--- src/rtl/irq_bank_pkg.sv ---
package irq_bank_pkg;
  localparam int REG_W = 32;
  localparam int OFF_W = 3;

  typedef enum logic [OFF_W-1:0] {
    OFF_MODE   = 3'd0,
    OFF_CAUSE  = 3'd1,
    OFF_MASKED = 3'd2,
    OFF_SET    = 3'd3,
    OFF_MASK   = 3'd4,
    OFF_MSET   = 3'd5,
    OFF_MCLR   = 3'd6,
    OFF_RSVD   = 3'd7
  } regOff_e;

  typedef struct packed {
    logic    wrMode;
    logic    wrCause;
    logic    wrMasked;
    logic    wrSet;
    logic    wrMask;
    logic    wrMaskSet;
    logic    wrMaskClr;
    logic    rdCause;
    logic    rdMasked;
    logic    rdEn;
    regOff_e rdOff;
  } strobe_t;
endpackage

--- src/rtl/irq_bank_ctrl.sv ---
module irq_bank_ctrl
  import irq_bank_pkg::*;
(
  input  logic [OFF_W-1:0] regAddr,
  input  logic             regWr,
  input  logic             regRd,
  output strobe_t          strb
);
  regOff_e off;

  always_comb begin
    off = regOff_e'(regAddr);
    strb = '0;
    strb.rdEn  = regRd;
    strb.rdOff = off;
    if (regWr) begin
      unique case (off)
        OFF_MODE:   strb.wrMode    = 1'b1;
        OFF_CAUSE:  strb.wrCause   = 1'b1;
        OFF_MASKED: strb.wrMasked  = 1'b1;
        OFF_SET:    strb.wrSet     = 1'b1;
        OFF_MASK:   strb.wrMask    = 1'b1;
        OFF_MSET:   strb.wrMaskSet = 1'b1;
        OFF_MCLR:   strb.wrMaskClr = 1'b1;
        default:    ;
      endcase
    end
    if (regRd) begin
      strb.rdCause  = (off == OFF_CAUSE);
      strb.rdMasked = (off == OFF_MASKED);
    end
  end
endmodule

--- src/rtl/irq_bank_cell.sv ---
// One source: its cause bit with write-one-to-clear or clear-on-read
// behaviour chosen by modeBit. A set request always wins over a clear.
module irq_bank_cell (
  input  logic clk,
  input  logic rstN,
  input  logic modeBit,
  input  logic w1cReq,
  input  logic rdReq,
  input  logic swSet,
  input  logic hwSet,
  output logic causeBit,
  output logic causeNext
);
  logic clrHit;

  always_comb begin
    clrHit    = (w1cReq & ~modeBit) | (rdReq & modeBit);
    causeNext = (causeBit & ~clrHit) | swSet | hwSet;
  end

  always_ff @(posedge clk or negedge rstN) begin
    if (!rstN) causeBit <= 1'b0;
    else       causeBit <= causeNext;
  end
endmodule

--- src/rtl/irq_bank_dp.sv ---
module irq_bank_dp
  import irq_bank_pkg::*;
#(
  parameter int SRC_N = 32
) (
  input  logic             clk,
  input  logic             rstN,
  input  strobe_t          strb,
  input  logic [REG_W-1:0] regWdata,
  input  logic [SRC_N-1:0] hwEvt,
  output logic [REG_W-1:0] regRdata,
  output logic [SRC_N-1:0] causeQ,
  output logic [SRC_N-1:0] maskQ,
  output logic [SRC_N-1:0] modeQ,
  output logic             irqQ
);
  logic [SRC_N-1:0] wData;
  logic [SRC_N-1:0] w1cVec;
  logic [SRC_N-1:0] rdClrVec;
  logic [SRC_N-1:0] setVec;
  logic [SRC_N-1:0] causeNext;
  logic [SRC_N-1:0] maskNext;
  logic [SRC_N-1:0] maskedView;

  function automatic logic [REG_W-1:0] widen(input logic [SRC_N-1:0] v);
    logic [REG_W-1:0] r;
    r = '0;
    r[SRC_N-1:0] = v;
    return r;
  endfunction

  always_comb begin
    wData      = regWdata[SRC_N-1:0];
    maskedView = causeQ & ~maskQ;
    w1cVec     = (strb.wrCause | strb.wrMasked) ? wData : '0;
    setVec     = strb.wrSet ? wData : '0;
    if (strb.rdCause)       rdClrVec = causeQ;
    else if (strb.rdMasked) rdClrVec = maskedView;
    else                    rdClrVec = '0;
  end

  for (genvar b = 0; b < SRC_N; b++) begin : g_cell
    irq_bank_cell u_cell (
      .clk      (clk),
      .rstN     (rstN),
      .modeBit  (modeQ[b]),
      .w1cReq   (w1cVec[b]),
      .rdReq    (rdClrVec[b]),
      .swSet    (setVec[b]),
      .hwSet    (hwEvt[b]),
      .causeBit (causeQ[b]),
      .causeNext(causeNext[b])
    );
  end

  always_comb begin
    maskNext = maskQ;
    if (strb.wrMask)    maskNext = wData;
    if (strb.wrMaskSet) maskNext = maskQ | wData;
    if (strb.wrMaskClr) maskNext = maskQ & ~wData;
  end

  always_ff @(posedge clk or negedge rstN) begin
    if (!rstN) begin
      modeQ <= '0;
      maskQ <= '1;
      irqQ  <= 1'b0;
    end else begin
      if (strb.wrMode) modeQ <= wData;
      maskQ <= maskNext;
      irqQ  <= |(causeNext & ~maskNext);
    end
  end

  always_comb begin
    regRdata = '0;
    if (strb.rdEn) begin
      unique case (strb.rdOff)
        OFF_MODE:   regRdata = widen(modeQ);
        OFF_CAUSE:  regRdata = widen(causeQ);
        OFF_MASKED: regRdata = widen(maskedView);
        OFF_MASK:   regRdata = widen(maskQ);
        default:    regRdata = '0;
      endcase
    end
  end
endmodule

--- src/rtl/irq_bank.sv ---
module irq_bank
  import irq_bank_pkg::*;
#(
  parameter int SRC_N = 32
) (
  input  logic             clk,
  input  logic             rstN,
  input  logic [SRC_N-1:0] hwEvt,
  input  logic [2:0]       regAddr,
  input  logic             regWr,
  input  logic             regRd,
  input  logic [31:0]      regWdata,
  output logic [31:0]      regRdata,
  output logic             irqOut
);
  strobe_t          strb;
  logic [SRC_N-1:0] causeVec;
  logic [SRC_N-1:0] maskVec;
  logic [SRC_N-1:0] modeVec;

  irq_bank_ctrl u_ctrl (
    .regAddr(regAddr),
    .regWr  (regWr),
    .regRd  (regRd),
    .strb   (strb)
  );

  irq_bank_dp #(.SRC_N(SRC_N)) u_dp (
    .clk     (clk),
    .rstN    (rstN),
    .strb    (strb),
    .regWdata(regWdata),
    .hwEvt   (hwEvt),
    .regRdata(regRdata),
    .causeQ  (causeVec),
    .maskQ   (maskVec),
    .modeQ   (modeVec),
    .irqQ    (irqOut)
  );
endmodule

--- config.mk ---
export PLATFORM = sky130hd
export DESIGN_NAME = irq_bank
export DESIGN_NICKNAME = d
export VERILOG_FILES = /design/src/rtl/irq_bank_pkg.sv /design/src/rtl/irq_bank_ctrl.sv /design/src/rtl/irq_bank_cell.sv /design/src/rtl/irq_bank_dp.sv /design/src/rtl/irq_bank.sv
export SDC_FILE = /design/constraint.sdc
export NUM_CORES = 1
export LEC_CHECK = 0
export BUFFER_PORTS_ARGS = -buffer_cell sky130_fd_sc_hd__clkbuf_2
export CAP_MARGIN = 10
export CORE_ASPECT_RATIO = 0.6
export CORE_UTILIZATION = 38
export CTS_CLUSTER_DIAMETER = 40
export CTS_CLUSTER_SIZE = 14
export DETAILED_ROUTE_END_ITERATION = 10
export GPL_ROUTABILITY_DRIVEN = 0
export PLACE_DENSITY = 0.65
export SYNTH_ARGS = -nofsm -noshare
export SYNTH_HDL_FRONTEND = slang
export SYNTH_SLANG_ARGS = --single-unit
--- constraint.sdc ---
create_clock -name clk -period 3.3 [get_ports clk]
set_input_delay 0.165 -clock clk [delete_from_list [all_inputs] [get_ports clk]]
set_output_delay 0.165 -clock clk [all_outputs]
set_load 0.1 [all_outputs]
Yosys cells after proc, flatten, opt, wreduce, memory -nomap -nowiden
Cells that the tools add are included.

Equal/unequal tests: 6. Muxes and demuxes: 18. Bitwise logic cells: 264. Reductions and logical operators: 2.

Operator list (count): $mux 32 (8); $pmux 32 s4 (1); $or 1x1->1 (97); $and 1x1->1 (96); $and 32x32->32 (3); $not 32->32 (3); $not 1->1 (64); $or 32x32->32 (1); $reduce_or 32->1 (1); $eq 3x3->1 const B (3); $mux 1 (7); $mux 7 (1); $eq 3x2->1 const B (2); $eq 3x1->1 const B (1); $logic_not 3->1 (1); $mux 2 (1).

Register bits: 97. Input bits: 71. Output and inout bits: 33. Logic and storage cells: 325.

Longest topological paths before layout
Depth after elaboration: 13. Mapped depth: 10. Depth with buffers taken out: 7.

Hierarchy
Synthesis repeated with hierarchy kept, for this count alone.

Cells, all modules: 827. Area, all modules: 6889.1 µm².

Modules (own cells, without submodules): irq_bank_dp (instances 1, cells an instance 718, area each 5346.4 µm², seq. area each 1666.6 µm²); irq_bank_cell (instances 32, cells an instance 3, area each 43.8 µm², seq. area each 25.0 µm²); irq_bank_ctrl (instances 1, cells an instance 13, area each 141.4 µm², seq. area each 0.0 µm²).

Least setup slack after synthesis
OpenSTA, ideal clock, no wires.

Path kind: input -> output. Start: input port regAddr[0]. End: output port regRdata[25]. Arrival time: 2.671 ns. Required time: 3.135 ns. Path slack: 0.464 ns. Stages on the path: 9. Path buffers: 4. Cells stage by stage: buf_6 -> nand2b_1 -> clkbuf_1 -> buf_1 -> buf_1 -> o32a_1 -> nor2_1 -> a21oi_1 -> nor2_1.

Cells in the longest elaborated chain, start to end: 3. Elaborated cells between the ends (all ways): 6. Classes of those cells: 3 x eq/ne; 2 x mux; 1 x reduce/logical.

Ends and longest elaborated chain: from (decl) (line irq_bank.sv:9) `input logic [2:0] regAddr,`; $eq 3x3->1 (tied with other cells) (line irq_bank_dp.sv:78) `unique case (strb.rdOff)`; $pmux 32 s4 * (line irq_bank_dp.sv:78); $mux 32 * (line irq_bank_dp.sv:77) `if (strb.rdEn) begin`; to (decl) (line irq_bank.sv:13) `output logic [31:0] regRdata,`.

Mark *: on every way between the ends. The rest lies on a longest branch, timed or not.

Final worst setup path
Start: input port regAddr[1]. End: register u_dp.irqQ.

Cells in the longest elaborated chain, start to end: 13. Elaborated cells between the ends (all ways): 249. Classes of those cells: 6 x eq/ne; 15 x mux; 227 x bitwise; 1 x reduce/logical.

Ends and longest elaborated chain: $eq 3x1->1 / $eq 3x2->1 (equally long branches) (line irq_bank_ctrl.sv:17, irq_bank_ctrl.sv:29, irq_bank_ctrl.sv:30); $mux 1 (line irq_bank_ctrl.sv:17) `unique case (off)`; $mux 7 (line irq_bank_ctrl.sv:16) `if (regWr) begin`; $or 1x1->1 (line irq_bank_dp.sv:35) `w1cVec = (strb.wrCause | strb.wrMasked) ? wData : '0;`; $mux 32 (line irq_bank_dp.sv:35); $and 1x1->1 (line irq_bank_cell.sv:17) `clrHit = (w1cReq & ~modeBit) | (rdReq & modeBit);`; $or 1x1->1 (line irq_bank_cell.sv:17); $not 1->1 (line irq_bank_cell.sv:18) `causeNext = (causeBit & ~clrHit) | swSet | hwSet;`; $and 1x1->1 (line irq_bank_cell.sv:18); $or 1x1->1 (2 in series) (line irq_bank_cell.sv:18); $and 32x32->32 * (line irq_bank_dp.sv:71) `irqQ <= |(causeNext & ~maskNext);`; $reduce_or 32->1 * (line irq_bank_dp.sv:71); to (signal assigned) (line irq_bank_dp.sv:71); to (decl) (line irq_bank_dp.sv:15) `output logic irqQ`.

Marked as above. A chain may end at the register's enable or synchronous reset.

==> results.tsv <==
stage	metric	value	unit
status	status	finished, violations left	
status	violations	design-rule violations	
timing	drv_slew	0	
floorplan	die_x	166	um
critical_path	crit_arrival	2.72	ns
finish	antenna_cells	0	
finish	final_util	0.494	
place	placed_area	7360	um2
floorplan	ios	104	
worst_hold_path	hold_path.class	input pin to flip-flop	
timing	fmax	399	MHz
synth	synth_edf_count	0	
synth	ys_top_cells_by_area	dfrtp_1, dfstp_2, mux2_2	
floorplan	die_h	100	um
timing	hold_viol	0	
critical_path	timing.rr.end	u_dp.irqQ	
clocking	cts_sinks	97	
timing	rsz0062_at_grt	false	
floorplan	rows	35	
timing	worstMarginPinSlew	1.17	ns
finish	fin_area	7660	um2
finish	final_cells	953	
timing	setup_viol	0	
synth	syn-instance-count	653	
detailed_routing	via_count	5993	
clocking	cts.path.max_buffers	2	
global_routing	grt_pass1_wl	32600	um
clocking	cts_tree	yes	
clocking	clkTransAtPathRegs	0.07	ns
synth	synth_top_cell_by_area	dfrtp_1	
clocking	insertion_delay	0.35	ns
power_and_ir_drop	power.density	513	nW/um2
floorplan	dieArea	16600	um2
timing	fin_setup_tns	0	ns
power_and_ir_drop	p_leak	3.27	nW
detailed_routing	firstDrtPassIters	8	
critical_path	critPathLaunch	regAddr[1]	
detailed_routing	drt-total-wl	20800	um
synth	syn_avg_cell_area	9.34	um2
synth	yosys_warnings	0	
critical_path	critPathMaxFanout	27	
place	dpl.hpwl	14100	um
critical_path	crit_required	3.51	ns
synth	synth_top_area_frac	0.267	
timing	period_share	0.760	
global_routing	track_usage	0.257	
critical_path	start_kind	input pin	
synth	async_flop_share	1.00	
finish	nFillCells	1433	
timing	min_period	2.51	ns
detailed_routing	viasPerCell	6.29	
critical_path	rr_startpoint	u_dp.maskQ[26]	
clocking	root_buffer	clkbuf_16	
critical_path	reg2reg_slack	1.08	ns
global_routing	overflow	0	
synth	synth_fp_nets	724	
synth	synth_ff_type	dfrtp_1	
floorplan	core_area	15500	um2
flow_run	maxCapViolCount	0	
synth	ys_seq_area_frac	0.405	
worst_hold_path	min_path_cells	3	
clocking	h-tree-depth	3	
synth	ys_seq_elements	97	
timing	maxSlewHeadroom	0.219	
detailed_routing	ant_nets	0	
global_routing	grt_max_degree	69	
critical_path	rr_worst_depth	6	
detailed_routing	drc	14	
finish	layout-drive-gt1-share	0.293	
power_and_ir_drop	worst_ir_drop_vdd	0.000241	V
global_routing	grt_antenna_before_repair	0	
global_routing	grt_pass1_vias	6026	
synth	synth_area	6100	um2
clocking	cts_resized	0	
critical_path	crit_type	input pin to flip-flop	
place	dpl.cell_count	936	
finish	layout_commonest_cell	nor2_1	
floorplan	start_util	0.393	
synth	ys_types	59	
clocking	cts_buffers	9	
detailed_routing	wl_per_cell	21.8	um
critical_path	crit_end	u_dp.irqQ	
finish	synthToLayoutAreaGrowth	25.7	%
detailed_routing	drt_iter0_drc	674	
finish	nets	816	
timing	fin_skew	0.00694	ns
finish	final_cell_mix	nor2_1, clkbuf_2, dfrtp_1	
place	portBuffers	103	
critical_path	end_kind	flip-flop	
[repair_timing]
item                                   CTS  global route
hold buffers                             1             0
endpoints found under the hold margin   43             0
setup buffers                            0             0
[stage by stage]
stage	total power [mW]	hold slack, ns	setup WS, ns
2_1_floorplan	2.43	-0.131	0.464
3_3_place_gp	2.79	0.328	0.561
3_5_place_dp	2.85	0.341	0.564
4_1_cts	3.92	0.0141	0.909
5_1_grt	4.10	0.0414	0.639
6_report	3.93	0.0250	0.793
[flip-flops by register name, indices dropped and copies added, names as in the netlist]
name and count:
u_dp.modeQ 32, u_dp.g_cell.u_cell.causeBit 32, u_dp.maskQ 32, u_dp.irqQ 1
[layer usage]
metal  global-route usage  vias to the layer above  wire length, um
met2                0.384                      391             9060
met1                0.371                     2929             9240
li1                     -                     2636                -
met4               0.0804                        0              279
met3               0.0550                       37             2180
met5                    0                        -                0
[cell type report]
class / count / area, um2 / area share
tap: 203 / 254 / 0.0331
multi-input combinational: 448 / 3210 / 0.419
timing repair buffer: 133 / 1230 / 0.160
clock inverter: 5 / 55.1 / 0.00718
sequential: 97 / 2470 / 0.322
inverter: 56 / 210 / 0.0274
clock buffer: 11 / 243 / 0.0317
[power breakdown]
part           switching [mW]  leakage [nW]  internal [mW]
clock                   0.467         0.142          0.607
sequential              0.219          1.03           1.46
combinational           0.665          2.10          0.506
total                    1.35          3.27           2.58
[worst min-delay path by stage]
stage,from,endpoint,slack (ns)
after global routing,hwEvt[28],u_dp.g_cell[28].u_cell.causeBit,0.04
final,hwEvt[26],u_dp.g_cell[26].u_cell.causeBit,0.03
after detailed placement,rstN,u_dp.modeQ[24],0.34
after CTS,hwEvt[26],u_dp.g_cell[26].u_cell.causeBit,0.01
after global placement,rstN,u_dp.modeQ[24],0.33
after floorplan,rstN,u_dp.g_cell[0].u_cell.causeBit,-0.13
[critical path, stage by stage]
cell	delay (ns)
clkbuf_2	0.14
buf_4	0.35
xnor2_2	0.20
nor2_2	0.48
a211oi_1	0.22
a2111oi_4	0.34
o22ai_1	0.15
nor4_1	0.50
nand4_1	0.14
[synth_stat cells (3+ instances only)]
cell type,number
a2111oi_2,3
a211o_1,3
a21oi_1,61
a221oi_1,3
a22oi_1,6
a311o_1,10
a31oi_1,4
a32o_1,16
a32oi_1,15
and3_1,6
buf_1,8
buf_2,10
clkbuf_1,32
dfrtp_1,65
dfstp_2,32
inv_1,56
mux2_2,32
mux2i_1,31
nand2_1,37
nand2b_1,4
nand3_1,16
nand4bb_1,3
nor2_1,73
nor2b_1,6
nor3b_1,6
o2111a_1,5
o2111ai_1,14
o211a_1,3
o211ai_1,7
o21a_1,3
o21ai_0,13
o21bai_1,4
o22ai_1,3
o32a_1,27
o41ai_1,3
[cells by family after synthesis]
kind of cell / share of synthesized area
buffers and inverters: 0.0710
and+or+nand+nor: 0.130
muxes: 0.110
xor gates and xnor gates: 0.00719
DFF: 0.405
AOI/OAI and AO/OA: 0.278
Note: power is estimated with default switching activity, not from simulation.
